`src/rtl/gis_pkg.sv`:
```
package gis_pkg;

  typedef enum logic [2:0] {
    ST_IDLE,
    ST_RST,
    ST_INT,
    ST_HOLD,
    ST_CONV
  } gis_state_e;

  localparam int PH_RST  = 0;
  localparam int PH_INT  = 1;
  localparam int PH_HOLD = 2;
  localparam int NUM_PH  = 3;

  // Converts a duration in ns to a cycle count, clamped to [1, max_val].
  function automatic int ns_to_cycles(int ns, int period, bit round_up, int max_val);
    int c;
    c = round_up ? (ns + period - 1) / period : ns / period;
    if (c < 1) c = 1;
    if (c > max_val) c = max_val;
    return c;
  endfunction

endpackage

```
`src/rtl/gis_len_sel.sv`:
```
module gis_len_sel #(
  parameter int CNT_W   = 8,
  parameter int DEF_LEN = 1
) (
  input  logic [CNT_W-1:0] cfg_i,
  output logic [CNT_W-1:0] eff_o
);
  localparam logic [CNT_W-1:0] DEF_V = CNT_W'(DEF_LEN);

  assign eff_o = (cfg_i == '0) ? DEF_V : cfg_i;
endmodule

```
`src/rtl/gis_phase_timer.sv`:
```
module gis_phase_timer #(
  parameter int CNT_W = 8
) (
  input  logic             clk,
  input  logic             rst,
  input  logic             load_i,
  input  logic [CNT_W-1:0] len_i,
  output logic             done_o
);
  logic [CNT_W-1:0] cnt_q;

  always_ff @(posedge clk) begin
    if (rst) begin
      cnt_q <= '0;
    end else if (load_i) begin
      cnt_q <= len_i - CNT_W'(1);
    end else if (cnt_q != '0) begin
      cnt_q <= cnt_q - CNT_W'(1);
    end
  end

  assign done_o = (cnt_q == '0);
endmodule

```
`src/rtl/gis_fsm.sv`:
```
module gis_fsm
  import gis_pkg::*;
#(
  parameter int CNT_W = 8
) (
  input  logic             clk,
  input  logic             rst,
  input  logic             strobe_i,
  input  logic             pp_en_i,
  input  logic             done_i,
  input  logic [CNT_W-1:0] len_i [NUM_PH],
  output gis_state_e       state_o,
  output logic             load_o,
  output logic [CNT_W-1:0] load_len_o,
  output logic             overrun_o
);
  gis_state_e state_q, state_d;
  logic       over_q;

  always_comb begin
    state_d    = state_q;
    load_o     = 1'b0;
    load_len_o = len_i[PH_RST];
    if (!pp_en_i) begin
      state_d = ST_IDLE;
    end else begin
      unique case (state_q)
        ST_IDLE: if (strobe_i) begin
          state_d    = ST_RST;
          load_o     = 1'b1;
          load_len_o = len_i[PH_RST];
        end
        ST_RST: if (done_i) begin
          state_d    = ST_INT;
          load_o     = 1'b1;
          load_len_o = len_i[PH_INT];
        end
        ST_INT: if (done_i) begin
          state_d    = ST_HOLD;
          load_o     = 1'b1;
          load_len_o = len_i[PH_HOLD];
        end
        ST_HOLD: if (done_i) state_d = ST_CONV;
        ST_CONV: state_d = ST_IDLE;
        default: state_d = ST_IDLE;
      endcase
    end
  end

  always_ff @(posedge clk) begin
    if (rst) begin
      state_q <= ST_IDLE;
      over_q  <= 1'b0;
    end else begin
      state_q <= state_d;
      if (pp_en_i && strobe_i && state_q != ST_IDLE) over_q <= 1'b1;
    end
  end

  assign state_o   = state_q;
  assign overrun_o = over_q;
endmodule

```
`src/rtl/gis_out_decode.sv`:
```
module gis_out_decode
  import gis_pkg::*;
(
  input  gis_state_e state_i,
  input  logic       pp_en_i,
  output logic       cap_reset_o,
  output logic       integrate_o,
  output logic       hold_o,
  output logic       adc_start_o,
  output logic       pwr_fe_o,
  output logic       pwr_adc_o
);
  logic in_rst, in_int, in_hold, in_conv;

  assign in_rst  = (state_i == ST_RST);
  assign in_int  = (state_i == ST_INT);
  assign in_hold = (state_i == ST_HOLD);
  assign in_conv = (state_i == ST_CONV);

  assign cap_reset_o = pp_en_i & in_rst;
  assign integrate_o = pp_en_i & in_int;
  assign hold_o      = pp_en_i & (in_hold | in_conv);
  assign adc_start_o = pp_en_i & in_conv;
  assign pwr_fe_o    = pp_en_i & (in_rst | in_int | in_hold);
  assign pwr_adc_o   = pp_en_i & (in_hold | in_conv);
endmodule

```
`src/rtl/gint_sequencer.sv`:
```
module gint_sequencer
  import gis_pkg::*;
#(
  parameter int CNT_W         = 8,
  parameter int CLK_PERIOD_NS = 20,
  parameter int RST_NS        = 20,
  parameter int INT_NS        = 300,
  parameter int HOLD_NS       = 20
) (
  input  logic             clk,
  input  logic             rst,
  input  logic             bx_strobe,
  input  logic             pp_en,
  input  logic [CNT_W-1:0] cfg_rst_len,
  input  logic [CNT_W-1:0] cfg_int_len,
  input  logic [CNT_W-1:0] cfg_hold_len,
  output logic             cap_reset,
  output logic             integrate,
  output logic             hold,
  output logic             adc_start,
  output logic             pwr_fe,
  output logic             pwr_adc,
  output logic             overrun
);
  localparam int MAX_LEN = (1 << CNT_W) - 1;
  localparam int DEF_LEN [NUM_PH] = '{
    ns_to_cycles(RST_NS,  CLK_PERIOD_NS, 1'b1, MAX_LEN),
    ns_to_cycles(INT_NS,  CLK_PERIOD_NS, 1'b0, MAX_LEN),
    ns_to_cycles(HOLD_NS, CLK_PERIOD_NS, 1'b1, MAX_LEN)
  };

  logic [CNT_W-1:0] cfg_len [NUM_PH];
  logic [CNT_W-1:0] eff_len [NUM_PH];
  logic [CNT_W-1:0] load_len;
  logic             load, done;
  gis_state_e       state;

  assign cfg_len[PH_RST]  = cfg_rst_len;
  assign cfg_len[PH_INT]  = cfg_int_len;
  assign cfg_len[PH_HOLD] = cfg_hold_len;

  for (genvar g = 0; g < NUM_PH; g++) begin : g_len
    gis_len_sel #(.CNT_W(CNT_W), .DEF_LEN(DEF_LEN[g])) u_sel (
      .cfg_i (cfg_len[g]),
      .eff_o (eff_len[g])
    );
  end

  gis_fsm #(.CNT_W(CNT_W)) u_fsm (
    .clk        (clk),
    .rst        (rst),
    .strobe_i   (bx_strobe),
    .pp_en_i    (pp_en),
    .done_i     (done),
    .len_i      (eff_len),
    .state_o    (state),
    .load_o     (load),
    .load_len_o (load_len),
    .overrun_o  (overrun)
  );

  gis_phase_timer #(.CNT_W(CNT_W)) u_timer (
    .clk    (clk),
    .rst    (rst),
    .load_i (load),
    .len_i  (load_len),
    .done_o (done)
  );

  gis_out_decode u_dec (
    .state_i     (state),
    .pp_en_i     (pp_en),
    .cap_reset_o (cap_reset),
    .integrate_o (integrate),
    .hold_o      (hold),
    .adc_start_o (adc_start),
    .pwr_fe_o    (pwr_fe),
    .pwr_adc_o   (pwr_adc)
  );
endmodule

```
`config.mk`:
```
export PLATFORM = sky130hd
export DESIGN_NAME = gint_sequencer
export DESIGN_NICKNAME = d
export VERILOG_FILES = /design/src/rtl/gis_pkg.sv /design/src/rtl/gis_len_sel.sv /design/src/rtl/gis_phase_timer.sv /design/src/rtl/gis_fsm.sv /design/src/rtl/gis_out_decode.sv /design/src/rtl/gint_sequencer.sv
export SDC_FILE = /design/constraint.sdc
export NUM_CORES = 1
export LEC_CHECK = 0
export ABC_AREA = 1
export BUFFER_PORTS_ARGS = -buffer_cell sky130_fd_sc_hd__buf_2
export CORE_MARGIN = 5
export CORE_UTILIZATION = 30
export CTS_BUF_LIST = sky130_fd_sc_hd__clkbuf_4 sky130_fd_sc_hd__clkbuf_8
export DETAILED_ROUTE_END_ITERATION = 10
export PLACE_DENSITY = 0.52
export SETUP_SLACK_MARGIN = 0.5
export SYNTH_ARGS = -nofsm -noshare
export SYNTH_HDL_FRONTEND = slang
export SYNTH_HIERARCHICAL = 1
export SYNTH_SLANG_ARGS = --single-unit
```
`constraint.sdc`:
```
create_clock -name clk -period 2.6 [get_ports clk]
set_input_delay 0.13 -clock clk [delete_from_list [all_inputs] [get_ports clk]]
set_output_delay 0.13 -clock clk [all_outputs]
set_load 0.005 [all_outputs]
```
==> results of run 1 <==
-- Yosys cell counts, drive strengths merged --
library cell  count  area [um^2]
o31ai             1         7.51
and2              2         15.0
nand3            25          130
inv              35          136
xor2              1         8.76
nand4             1         6.26
nor2             35          159
nor3b             1         7.51
nand3b            1         20.0
o21ai            15         75.1
buf               4         37.5
nand2            70          298
a31oi             2         12.5
clkbuf           20         75.1
dfxtp            12          240
a21oi             5         28.8
ha                1         12.5
-- flip-flops by register name (all words and copies together), names as in the netlist --
| name | flops |
|---|---|
| u_timer/cnt_q | 8 |
| u_fsm/state_o | 3 |
| u_fsm/overrun_o | 1 |
-- power breakdown --
group	internal, mW	switching [mW]	leakage [nW]	total (mW)
Sequential	0.243	0.0440	0.101	0.287
Clock	0.134	0.0693	0.0288	0.203
Combinational	0.261	0.405	0.755	0.666
-- final cells by class --
| class | count | area (um^2) |
|---|---|---|
| clock buffers | 4 | 55.1 |
| fillers | 451 | 2380 |
| inverters | 35 | 136 |
| multi-input cells | 160 | 872 |
| flip-flops and latches | 12 | 250 |
| well taps | 50 | 62.6 |
| repair buffers | 51 | 305 |
-- how the worst max path moves through the flow --
stage	cells after the start	slack (ns)	end	from
after floorplan	19	0.52	u_timer/cnt_q[6]	u_timer/cnt_q[1]
after global placement	15	0.23	u_timer/cnt_q[6]	u_fsm/state_o[0]
after detailed placement	15	0.18	u_timer/cnt_q[6]	u_fsm/state_o[0]
after CTS	16	0.52	u_timer/cnt_q[6]	u_fsm/state_o[0]
after global routing	18	0.44	u_timer/cnt_q[6]	u_fsm/state_o[2]
final	18	0.60	u_timer/cnt_q[6]	u_fsm/state_o[2]
-- critical path, cell delays in order (launching register included) --
cell and delay, ns:
dfxtp_4 0.36, nor2_4 0.11, buf_6 0.11, nand2_4 0.04, nand2_4 0.07, nand3_4 0.10
o31ai_4 0.11, clkinv_4 0.14, nor2_4 0.14, nor2_4 0.06, inv_2 0.06, ha_4 0.12
inv_2 0.04, nor2_4 0.11, nand3_2 0.08, nand2_1 0.07, inv_1 0.03, nor2_1 0.09
nor2_1 0.04
-- logic make-up after synthesis --
family | synth area share, %
AOI/OAI and AO/OA | 9.75
and+or+nand+nor | 50.1
DFF | 18.9
buffers and inverters | 19.6
xor gates and xnor gates | 0.690
adders and majority gates | 0.985
-- layer usage --
| layer | global-route usage, % | up-vias | wire (um) |
|---|---|---|---|
| li1 | - | 753 | - |
| met3 | 2.80 | 2 | 191 |
| met4 | 1.19 | 0 | 5 |
| met2 | 20.4 | 28 | 1570 |
| met1 | 15.5 | 607 | 1500 |
| met5 | 0 | - | 0 |
-- timing repair --
action / 4_1_cts / 5_1_grt
pin swaps: 1 / 14
buffers inserted: 6 / 7
setup endpoints to repair: 7 / 5
resized for setup: 7 / 23
-- stage by stage --
stage	worst slack [ns]	hold slack [ns]	utilization (%)	instances
after global routing	0.441	0.0997	41.4	312
after global placement	0.229	0.330	35.3	295
after CTS	0.522	0.0851	38.4	305
after floorplan	0.518	0.202	-	231
after detailed placement	0.180	0.335	35.3	295
final	0.596	0.0850	41.4	312
==> out/qor.txt, run 1 <==
STATUS
----------------------------------------------------------------------------------------
Outcome                                                                     finished clean

POWER AND IR DROP
----------------------------------------------------------------------------------------
Pwr/cell area                                                                687 mW/mm^2
Maximum vdd ir drop                                                             0.463 mV
Pwr Total                                                                        1.16 mW
Static leakage power                                                            0.885 nW

ROUTING
----------------------------------------------------------------------------------------
Routed length per placed instance                                                10.5 um
Routed vias/inst                                                                    4.46
WL final                                                                         3.26 mm
DR iter-0 viols                                                                       36
DRC violations left                                                                    0
Via count                                                                           1390
Post-detailed-route count of antenna-violating nets                                    0
Total iterations of the first detailed-routing run                                     4

FINAL LAYOUT
----------------------------------------------------------------------------------------
Highest-count cells in the layout ignoring fill and taps                    54 x nand2_1, 34 x buf_2, 29 x inv_1
Antenna cell count                                                                     0
Final cell area excluding filler cells                                      0.00168 mm^2
Layout area overhead                                                               32.4%
Total number of nets in the final design                                             292
Most common cell after layout, fill and taps aside                               nand2_1
Share of final-layout standard cells stronger than drive strength 1                38.2%

CTS
----------------------------------------------------------------------------------------
Clock Tree Root                                                                 clkbuf_8
CTS tree                                                                             yes
Clk_lat worst skew                                                               0.24 ns
Buffer levels on the longest clock path                                                2
CTS Buf Count                                                                          3
Depth of the CTS H-tree                                                                1
Number of sinks handled by clock tree synthesis                                       12
Number of buffers inserted by hold repair at cts                                       0
Clock transition at the registers of the reported paths                          0.06 ns

TIMING
----------------------------------------------------------------------------------------
Final worst path period need                                                     2.00 ns
# setup viols final                                                                    0
Fmax                                                                             499 MHz
RSZ-0062 raised after global routing                                                true
Maximum clock skew at final layout                                            0.00812 ns
Final Hold Fails                                                                       0
Final Max Tran Viols                                                                   0
Worst slew margin relative to its limit                                            78.0%
Share of the cycle needed by the critical path after routing                       77.1%
Actual slew at the worst max-slew pin                                           0.330 ns
Setup TNS Final                                                                     0 ns

FLOW RUN
----------------------------------------------------------------------------------------
Maximum Capacitance Violations                                                         0

FLOORPLANNING
----------------------------------------------------------------------------------------
I/O pin count                                                                         35
Initial standard-cell utilization of the core                                      31.3%
Y dimension of the die                                                           75.1 um
Die Span X                                                                       75.1 um
Floorplan die area                                                          0.00563 mm^2
Core Footprint                                                              0.00406 mm^2
Placement row count                                                                   23

HOLD PATH
----------------------------------------------------------------------------------------
Count of cells along the worst hold path                                               2
Min-Delay Path Class                                                        input port to register
Endpoint of the worst hold-timing path                                      u_fsm/overrun_o
Worst min-delay path startpoint                                                      rst

GLOBAL ROUTE
----------------------------------------------------------------------------------------
Largest net degree at the start of global routing                                     16
Initial antenna violation count                                                        0
First-pass GRT wire length                                                       5.20 mm
Overflow left after global routing                                                     0
Number of global-route vias before repair                                           1206
Aggregate global-route resource usage                                              11.8%

CRITICAL PATH
----------------------------------------------------------------------------------------
Category of the most critical setup path                                    register to register
Element type at the critical path start                                         register
Critical R2R Capture                                                        u_timer/cnt_q[6]
R2R setup slack                                                                  0.60 ns
R2r startpoint                                                              u_fsm/state_o[2]
Data arrival, critical path                                                      2.13 ns
Critical Path End Type                                                          register
Largest fanout on the critical path                                                    5
Logic depth of the worst register-to-register path                                    18
Required @ worst endpoint                                                        2.73 ns

YOSYS
----------------------------------------------------------------------------------------
Average cell area after synthesis                                              5.50 um^2
Number of warning messages in the yosys log                                            6
Synth Instances                                                                      231
Register area share after synthesis                                                18.9%
Post-Syn Area                                                               0.00127 mm^2
Net Count, Synth                                                                     260
Flip-flop and latch count after synthesis                                             12
Distinct cells, synth                                                                 27

PLACE
----------------------------------------------------------------------------------------
Cell Area, Placed                                                           0.00143 mm^2
Number of port buffers                                                                34
GPL Wtd Cong                                                                       0.810
Total half-perimeter wirelength after legalization and detailed placement        2.61 mm

(Power assumes the default switching activity.)
==> run 2: changes to the inputs <==
Clock period 2.6 ns to 1.9 ns, I/O delays scaled along.
==> out/qor.txt, run 2 (synthesis results as in run 1) <==
CRITICAL PATH
----------------------------------------------------------------------------------------
Critical Path End Type                                                          register
Highest-delay cell along the critical path                                       dfxtp_2
Critical path's most frequent cell                                                nor2_4
Required @ worst endpoint                                                        2.03 ns   -0.70 ns
Crit-path cells                                                             buf_6, nand2_2, nand2_4, nand3_4, o31ai_4, buf_6, buf_4, nor2_4, nor2_4, inv_2, ha_4, inv_4, nor2_4, nand3_2, nand2_2, inv_1, nor2_1, nor2_1
Category of the most critical setup path                                    register to register
Largest stage delay on the critical path                                         0.32 ns   -0.04 ns
Element type at the critical path start                                         register
Largest fanout on the critical path                                                   15   +10
Data arrival, critical path                                                      2.08 ns   -0.05 ns

FINAL LAYOUT
----------------------------------------------------------------------------------------
Share of final-layout standard cells stronger than drive strength 1                44.2%   +6.0 points
Highest-count cells in the layout ignoring fill and taps                    50 x nand2_1, 34 x buf_2, 28 x inv_1
Antenna cell count                                                                     0   unchanged
Layout area overhead                                                               41.9%
Number of filler cells placed in the layout                                          445   -1.3%
Non-filler instance count after layout                                               324   +3.8%
Total number of nets in the final design                                             304   +4.1%
Most common cell after layout, fill and taps aside                               nand2_1
Register ranked first by flip-flop count                                    u_timer/cnt_q
Flip-flop count of the largest register after layout                                   8   unchanged

TIMING
----------------------------------------------------------------------------------------
Maximum clock skew at final layout                                           0.000745 ns   -0.00737 ns
# setup viols final                                                                    1   +1
Share of the cycle needed by the critical path after routing                        102%   +25 points
Final Hold Fails                                                                       0   unchanged
Worst slew margin relative to its limit                                            86.9%   +8.9 points
Worst-case setup margin in the final layout                                   -0.0447 ns   -0.641 ns
RSZ-0062 raised after global routing                                                true
WHS                                                                            0.0367 ns   -0.0483 ns
Actual slew at the worst max-slew pin                                           0.197 ns   -0.134 ns
Final worst path period need                                                     1.94 ns   -0.0590 ns
Final Max Tran Viols                                                                   0   unchanged
Fmax                                                                             514 MHz   +3.0%

POWER AND IR DROP
----------------------------------------------------------------------------------------
Part of the total power dissipated in combinational logic                          63.1%   +5.5 points
Pwr/cell area                                                               1020 mW/mm^2   +48%
Clk pwr share                                                                      15.3%   -2.3 points
Maximum vdd ir drop                                                             0.362 mV   -22%
Static leakage power                                                            0.954 nW   +7.7%
Cell-internal power                                                              1.04 mW   +64%
Power dissipated by switching net loads                                         0.785 mW   +51%
Pwr Total                                                                        1.83 mW   +58%
Switching share of power                                                           42.9%   -1.9 points
Flop pwr share                                                                     21.6%   -3.2 points

PLACE
----------------------------------------------------------------------------------------
GPL Wtd Cong                                                                       0.860   +6.2%
Number of port buffers                                                                34   unchanged
Total half-perimeter wirelength after legalization and detailed placement        2.84 mm   +8.8%
Worst-case setup slack after placement                                        -0.0431 ns   -0.223 ns
Placed cell count                                                                    316   +7.1%

ROUTING
----------------------------------------------------------------------------------------
DRC violations left                                                                    0   unchanged
Post-detailed-route count of antenna-violating nets                                    0   unchanged
Routed length per placed instance                                                10.5 um   +0.46%
Routed vias/inst                                                                    4.32   -3.1%
DR iter-0 viols                                                                       38   +5.6%
WL final                                                                         3.41 mm   +4.3%
Via count                                                                           1399   +0.65%
Total iterations of the first detailed-routing run                                     4   unchanged

GLOBAL ROUTE
----------------------------------------------------------------------------------------
Met3 Track Usage GR                                                                1.87%   -0.93 points
Largest net degree at the start of global routing                                     16   unchanged
First-pass GRT wire length                                                       5.82 mm   +12%
Initial antenna violation count                                                        0   unchanged
Busiest grt layer                                                                   met2
GR Layer Usage met1                                                                18.5%   +3.0 points
GR Layer Usage met2                                                                20.4%   unchanged
Aggregate global-route resource usage                                              13.2%   +1.4 points
Number of global-route vias before repair                                           1342   +11%
Overflow left after global routing                                                     0   unchanged

CTS
----------------------------------------------------------------------------------------
CTS tree                                                                             yes
Clk_lat worst skew                                                               0.24 ns   about the same
Number of buffers inserted by hold repair at cts                                       0   unchanged
Depth of the CTS H-tree                                                                1   unchanged
Clock Tree Root                                                                 clkbuf_8
Number of sinks handled by clock tree synthesis                                       12   unchanged
Clock transition at the registers of the reported paths                          0.05 ns   about the same
Buffer levels on the longest clock path                                                2   unchanged
CTS Buf Count                                                                          3   unchanged

FLOW RUN
----------------------------------------------------------------------------------------
Maximum Capacitance Violations                                                         0   unchanged

FLOORPLANNING
----------------------------------------------------------------------------------------
I/O pin count                                                                         35   unchanged
Core Footprint                                                              0.00406 mm^2   unchanged
Floorplan die area                                                          0.00563 mm^2   unchanged
Die Span X                                                                       75.1 um   unchanged
Initial standard-cell utilization of the core                                      31.3%   unchanged
Placement row count                                                                   23   unchanged
Y dimension of the die                                                           75.1 um   unchanged

STATUS
----------------------------------------------------------------------------------------
Outcome                                                                     complete, but fails checks
Violated checks                                                             setup timing

HOLD PATH
----------------------------------------------------------------------------------------
Min-Delay Path Class                                                        input port to register

==> run 2: cell count changes in the layout (fill, tap and decap cells not counted), sizes merged <==
cell,previous run,this run
clkinv,1,0
buf,51,63
inv,34,35
==> run 2: power groups by stage <==
stage	combinational [mW]	clock [mW]	sequential [mW]
4_1_cts	1.11	0.288	0.383
3_3_place_gp	1.03	0	0.389
6_report	1.16	0.280	0.395
2_1_floorplan	0.718	0	0.373
5_1_grt	1.30	0.296	0.405
3_5_place_dp	1.02	0	0.386
==> run 2: final timing paths <==
check | depth (start not counted) | endpoint | startpoint | slack (ns)
max reg2reg | 18 | u_timer/cnt_q[6] | u_fsm/state_o[1] | -0.04
min reg2reg | 2 | u_fsm/overrun_o | u_fsm/overrun_o | 0.47
max | 18 | u_timer/cnt_q[6] | u_fsm/state_o[1] | -0.04
min | 2 | u_fsm/overrun_o | rst | 0.04
==> run 2: final cells by class <==
type / count / area [um^2] / share of cell area (%)
multi-input cells: 160 / 891 / 49.4
repair buffers: 63 / 403 / 22.4
flip-flops and latches: 12 / 249 / 13.8
inverters: 35 / 141 / 7.85
well taps: 50 / 62.6 / 3.47
clock buffers: 4 / 55.1 / 3.06
==> run 2: repair_timing <==
| item | 4_1_cts | 5_1_grt |
|---|---|---|
| endpoints found under the setup margin | 8 | 11 |
| setup buffers | 3 | 1 |
| cloned | 0 | 0 |
| endpoints found under the hold margin | 0 | 0 |
| resized for setup | 16 | 10 |
| pin swaps | 4 | 5 |
==> run 2: through the flow <==
| step | cell area, um^2 | TNS (ns) | utilization (%) |
|---|---|---|---|
| 2_1_floorplan | 1340 | -0.171 | - |
| 3_3_place_gp | 1640 | 0 | 40.4 |
| 3_5_place_dp | 1640 | -0.0473 | 40.4 |
| 4_1_cts | 1770 | -0.0220 | 43.6 |
| 5_1_grt | 1800 | -0.738 | 44.4 |
| 6_report | 1800 | -0.0447 | 44.4 |
==> run 2: critical path, delay by kind of cell, from the launching register on <==
family	cells	cell delay, ns
AO/OA/AOI/OAI	1	0.07
adder cells (fa/ha/maj)	1	0.12
buffers and inverters	6	0.53
flip-flops	1	0.32
AND/OR/NAND/NOR	10	0.78
==> run 2: routing by layer <==
layer  part of all wire [%]  wire length, um
met5                      0                0
met4                    1.6               56
met3                    4.1              138
met2                     44             1500
met1                     50             1720
==> run 3: changes to the inputs <==
--- a/constraint.sdc
+++ b/constraint.sdc
@@ -3,2 +3,2 @@
 set_output_delay 0.095 -clock clk [all_outputs]
-set_load 0.005 [all_outputs]
+set_load 0.05 [all_outputs]
==> out/qor.txt, run 3 (synthesis results as in run 1) <==
TIMING
----------------------------------------------------------------------------------------
RSZ-0062 raised after global routing                                                true
Share of the cycle needed by the critical path after routing                        104%   +2.0 points
Worst-case setup margin in the final layout                                   -0.0829 ns   -0.0381 ns
Final worst path period need                                                     1.98 ns   +0.0381 ns
Final Hold Fails                                                                       0   unchanged
Maximum clock skew at final layout                                            0.00250 ns   +0.00175 ns
Setup TNS Final                                                                -0.170 ns   -0.125 ns
Actual slew at the worst max-slew pin                                           0.251 ns   +0.0541 ns
Final Max Tran Viols                                                                   0   unchanged
Worst slew margin relative to its limit                                            83.4%   -3.5 points
# setup viols final                                                                    5   +4
Fmax                                                                             504 MHz   -1.9%

CRITICAL PATH
----------------------------------------------------------------------------------------
Worst Path Buf+Inv                                                                     6   unchanged
Highest-delay cell along the critical path                                       dfxtp_4
Dominant delay contributor by cell family on the critical path              simple AND/OR/NAND/NOR gates
Required @ worst endpoint                                                        2.03 ns   about the same
Element type at the critical path start                                         register
Data arrival, critical path                                                      2.12 ns   +0.04 ns
Critical Path End Type                                                          register
Largest fanout on the critical path                                                    4   -11
Category of the most critical setup path                                    register to register
Largest stage delay on the critical path                                         0.35 ns   +0.03 ns
Crit-path cells                                                             buf_6, nand3b_4, nand2_4, nand3_4, o31ai_4, buf_6, buf_6, nor2_4, nor2_4, inv_2, ha_4, inv_4, nor2_4, nand3_2, nand2_1, inv_1, nor2_1, nor2_1

FINAL LAYOUT
----------------------------------------------------------------------------------------
Flip-flop count of the largest register after layout                                   8   unchanged
Share of final-layout standard cells stronger than drive strength 1                44.1%   -0.075 points
Antenna cell count                                                                     0   unchanged
Highest-count cells in the layout ignoring fill and taps                    52 x nand2_1, 30 x buf_2, 29 x buf_4
Layout area overhead                                                               46.9%
Final Core Density                                                                 46.0%   +1.6 points
Total number of nets in the final design                                             309   +1.6%
Most common cell after layout, fill and taps aside                               nand2_1
Register ranked first by flip-flop count                                    u_timer/cnt_q

POWER AND IR DROP
----------------------------------------------------------------------------------------
Flop pwr share                                                                     21.1%   -0.5 points
Part of the total power dissipated in combinational logic                          63.9%   +0.8 points
Maximum vdd ir drop                                                             0.345 mV   -4.8%
Switching share of power                                                           43.0%   +0.093 points
Pwr Total                                                                        1.85 mW   +1.3%
Static leakage power                                                            0.982 nW   +2.9%
Pwr/cell area                                                                994 mW/mm^2   -2.1%
Cell-internal power                                                              1.06 mW   +1.2%
Power dissipated by switching net loads                                         0.797 mW   +1.5%
Clk pwr share                                                                      15.0%   -0.3 points

ROUTING
----------------------------------------------------------------------------------------
DR iter-0 viols                                                                       39   +2.6%
Post-detailed-route count of antenna-violating nets                                    0   unchanged
Total iterations of the first detailed-routing run                                     4   unchanged
Routed length per placed instance                                                10.8 um   +2.8%
Routed vias/inst                                                                    4.49   +3.9%
Via count                                                                           1476   +5.5%
WL final                                                                         3.55 mm   +4.3%
DRC violations left                                                                    0   unchanged

CTS
----------------------------------------------------------------------------------------
CTS tree                                                                             yes
Buffer levels on the longest clock path                                                2   unchanged
Clock Tree Root                                                                 clkbuf_8
Clk_lat worst skew                                                               0.24 ns   about the same
CTS Buf Count                                                                          3   unchanged
Clock transition at the registers of the reported paths                          0.06 ns   about the same
Number of sinks handled by clock tree synthesis                                       12   unchanged
Number of buffers inserted by hold repair at cts                                       0   unchanged
Depth of the CTS H-tree                                                                1   unchanged

GLOBAL ROUTE
----------------------------------------------------------------------------------------
Aggregate global-route resource usage                                              13.7%   +0.50 points
Initial antenna violation count                                                        0   unchanged
Number of global-route vias before repair                                           1409   +5.0%
Overflow left after global routing                                                     0   unchanged
Largest net degree at the start of global routing                                     16   unchanged
First-pass GRT wire length                                                       6.13 mm   +5.5%

FLOORPLANNING
----------------------------------------------------------------------------------------
Y dimension of the die                                                           75.1 um   unchanged
Initial standard-cell utilization of the core                                      31.3%   unchanged
I/O pin count                                                                         35   unchanged
Floorplan die area                                                          0.00563 mm^2   unchanged
Die Span X                                                                       75.1 um   unchanged
Placement row count                                                                   23   unchanged
Core Footprint                                                              0.00406 mm^2   unchanged

FLOW RUN
----------------------------------------------------------------------------------------
Maximum Capacitance Violations                                                         0   unchanged

STATUS
----------------------------------------------------------------------------------------
Outcome                                                                     complete, but fails checks
Violated checks                                                             setup timing

PLACE
----------------------------------------------------------------------------------------
Worst-case setup slack after placement                                        -0.0588 ns   -0.0156 ns
Total half-perimeter wirelength after legalization and detailed placement        2.92 mm   +2.9%
Number of port buffers                                                                34   unchanged
GPL Wtd Cong                                                                       0.819   -4.9%

HOLD PATH
----------------------------------------------------------------------------------------
Min-Delay Path Class                                                        input port to register

[run 3: cell type report]
type / count / area, um^2
fill: 426 / 2190
multi-input combinational: 160 / 887
timing repair buffer: 68 / 469
sequential: 12 / 250
inverter: 35 / 141
tap: 50 / 62.6
clock buffer: 4 / 55.1
[run 3: path summary, 6_finish.rpt]
kind | depth (start not counted) | startpoint | endpoint | slack (ns)
max | 18 | u_fsm/state_o[0] | u_timer/cnt_q[6] | -0.08
min reg2reg | 2 | u_fsm/overrun_o | u_fsm/overrun_o | 0.47
min | 2 | rst | u_fsm/overrun_o | 0.04
max reg2reg | 18 | u_fsm/state_o[0] | u_timer/cnt_q[6] | -0.08
[run 3: power groups by stage]
stage / Clock (mW) / Sequential [mW] / Combinational, mW
4_1_cts: 0.280 / 0.388 / 1.14
3_5_place_dp: 0 / 0.385 / 1.04
2_1_floorplan: 0 / 0.376 / 0.728
3_3_place_gp: 0 / 0.385 / 1.05
6_report: 0.279 / 0.391 / 1.18
5_1_grt: 0.297 / 0.401 / 1.33
[run 3: per-layer routing]
layer	wire (um)	track usage, %	part of all wire [%]
met1	1730	18.8	49
met2	1680	22.9	47
met3	109	1.20	3.1
met4	33	3.56	0.93
met5	0	0	0
[run 3: stage by stage]
step | hold slack (ns) | std cells | area (um^2)
final | 0.0438 | 329 | 1870
after global routing | 0.0452 | 329 | 1870
after CTS | 0.0439 | 325 | 1800
after detailed placement | 0.295 | 316 | 1640
after global placement | 0.298 | 316 | 1640
after floorplan | 0.167 | 231 | 1340
[run 3: repair_timing]
action,4_1_cts,5_1_grt
resized for setup,21,13
setup buffers,5,4
endpoints found under the setup margin,11,16
pin swaps,7,9
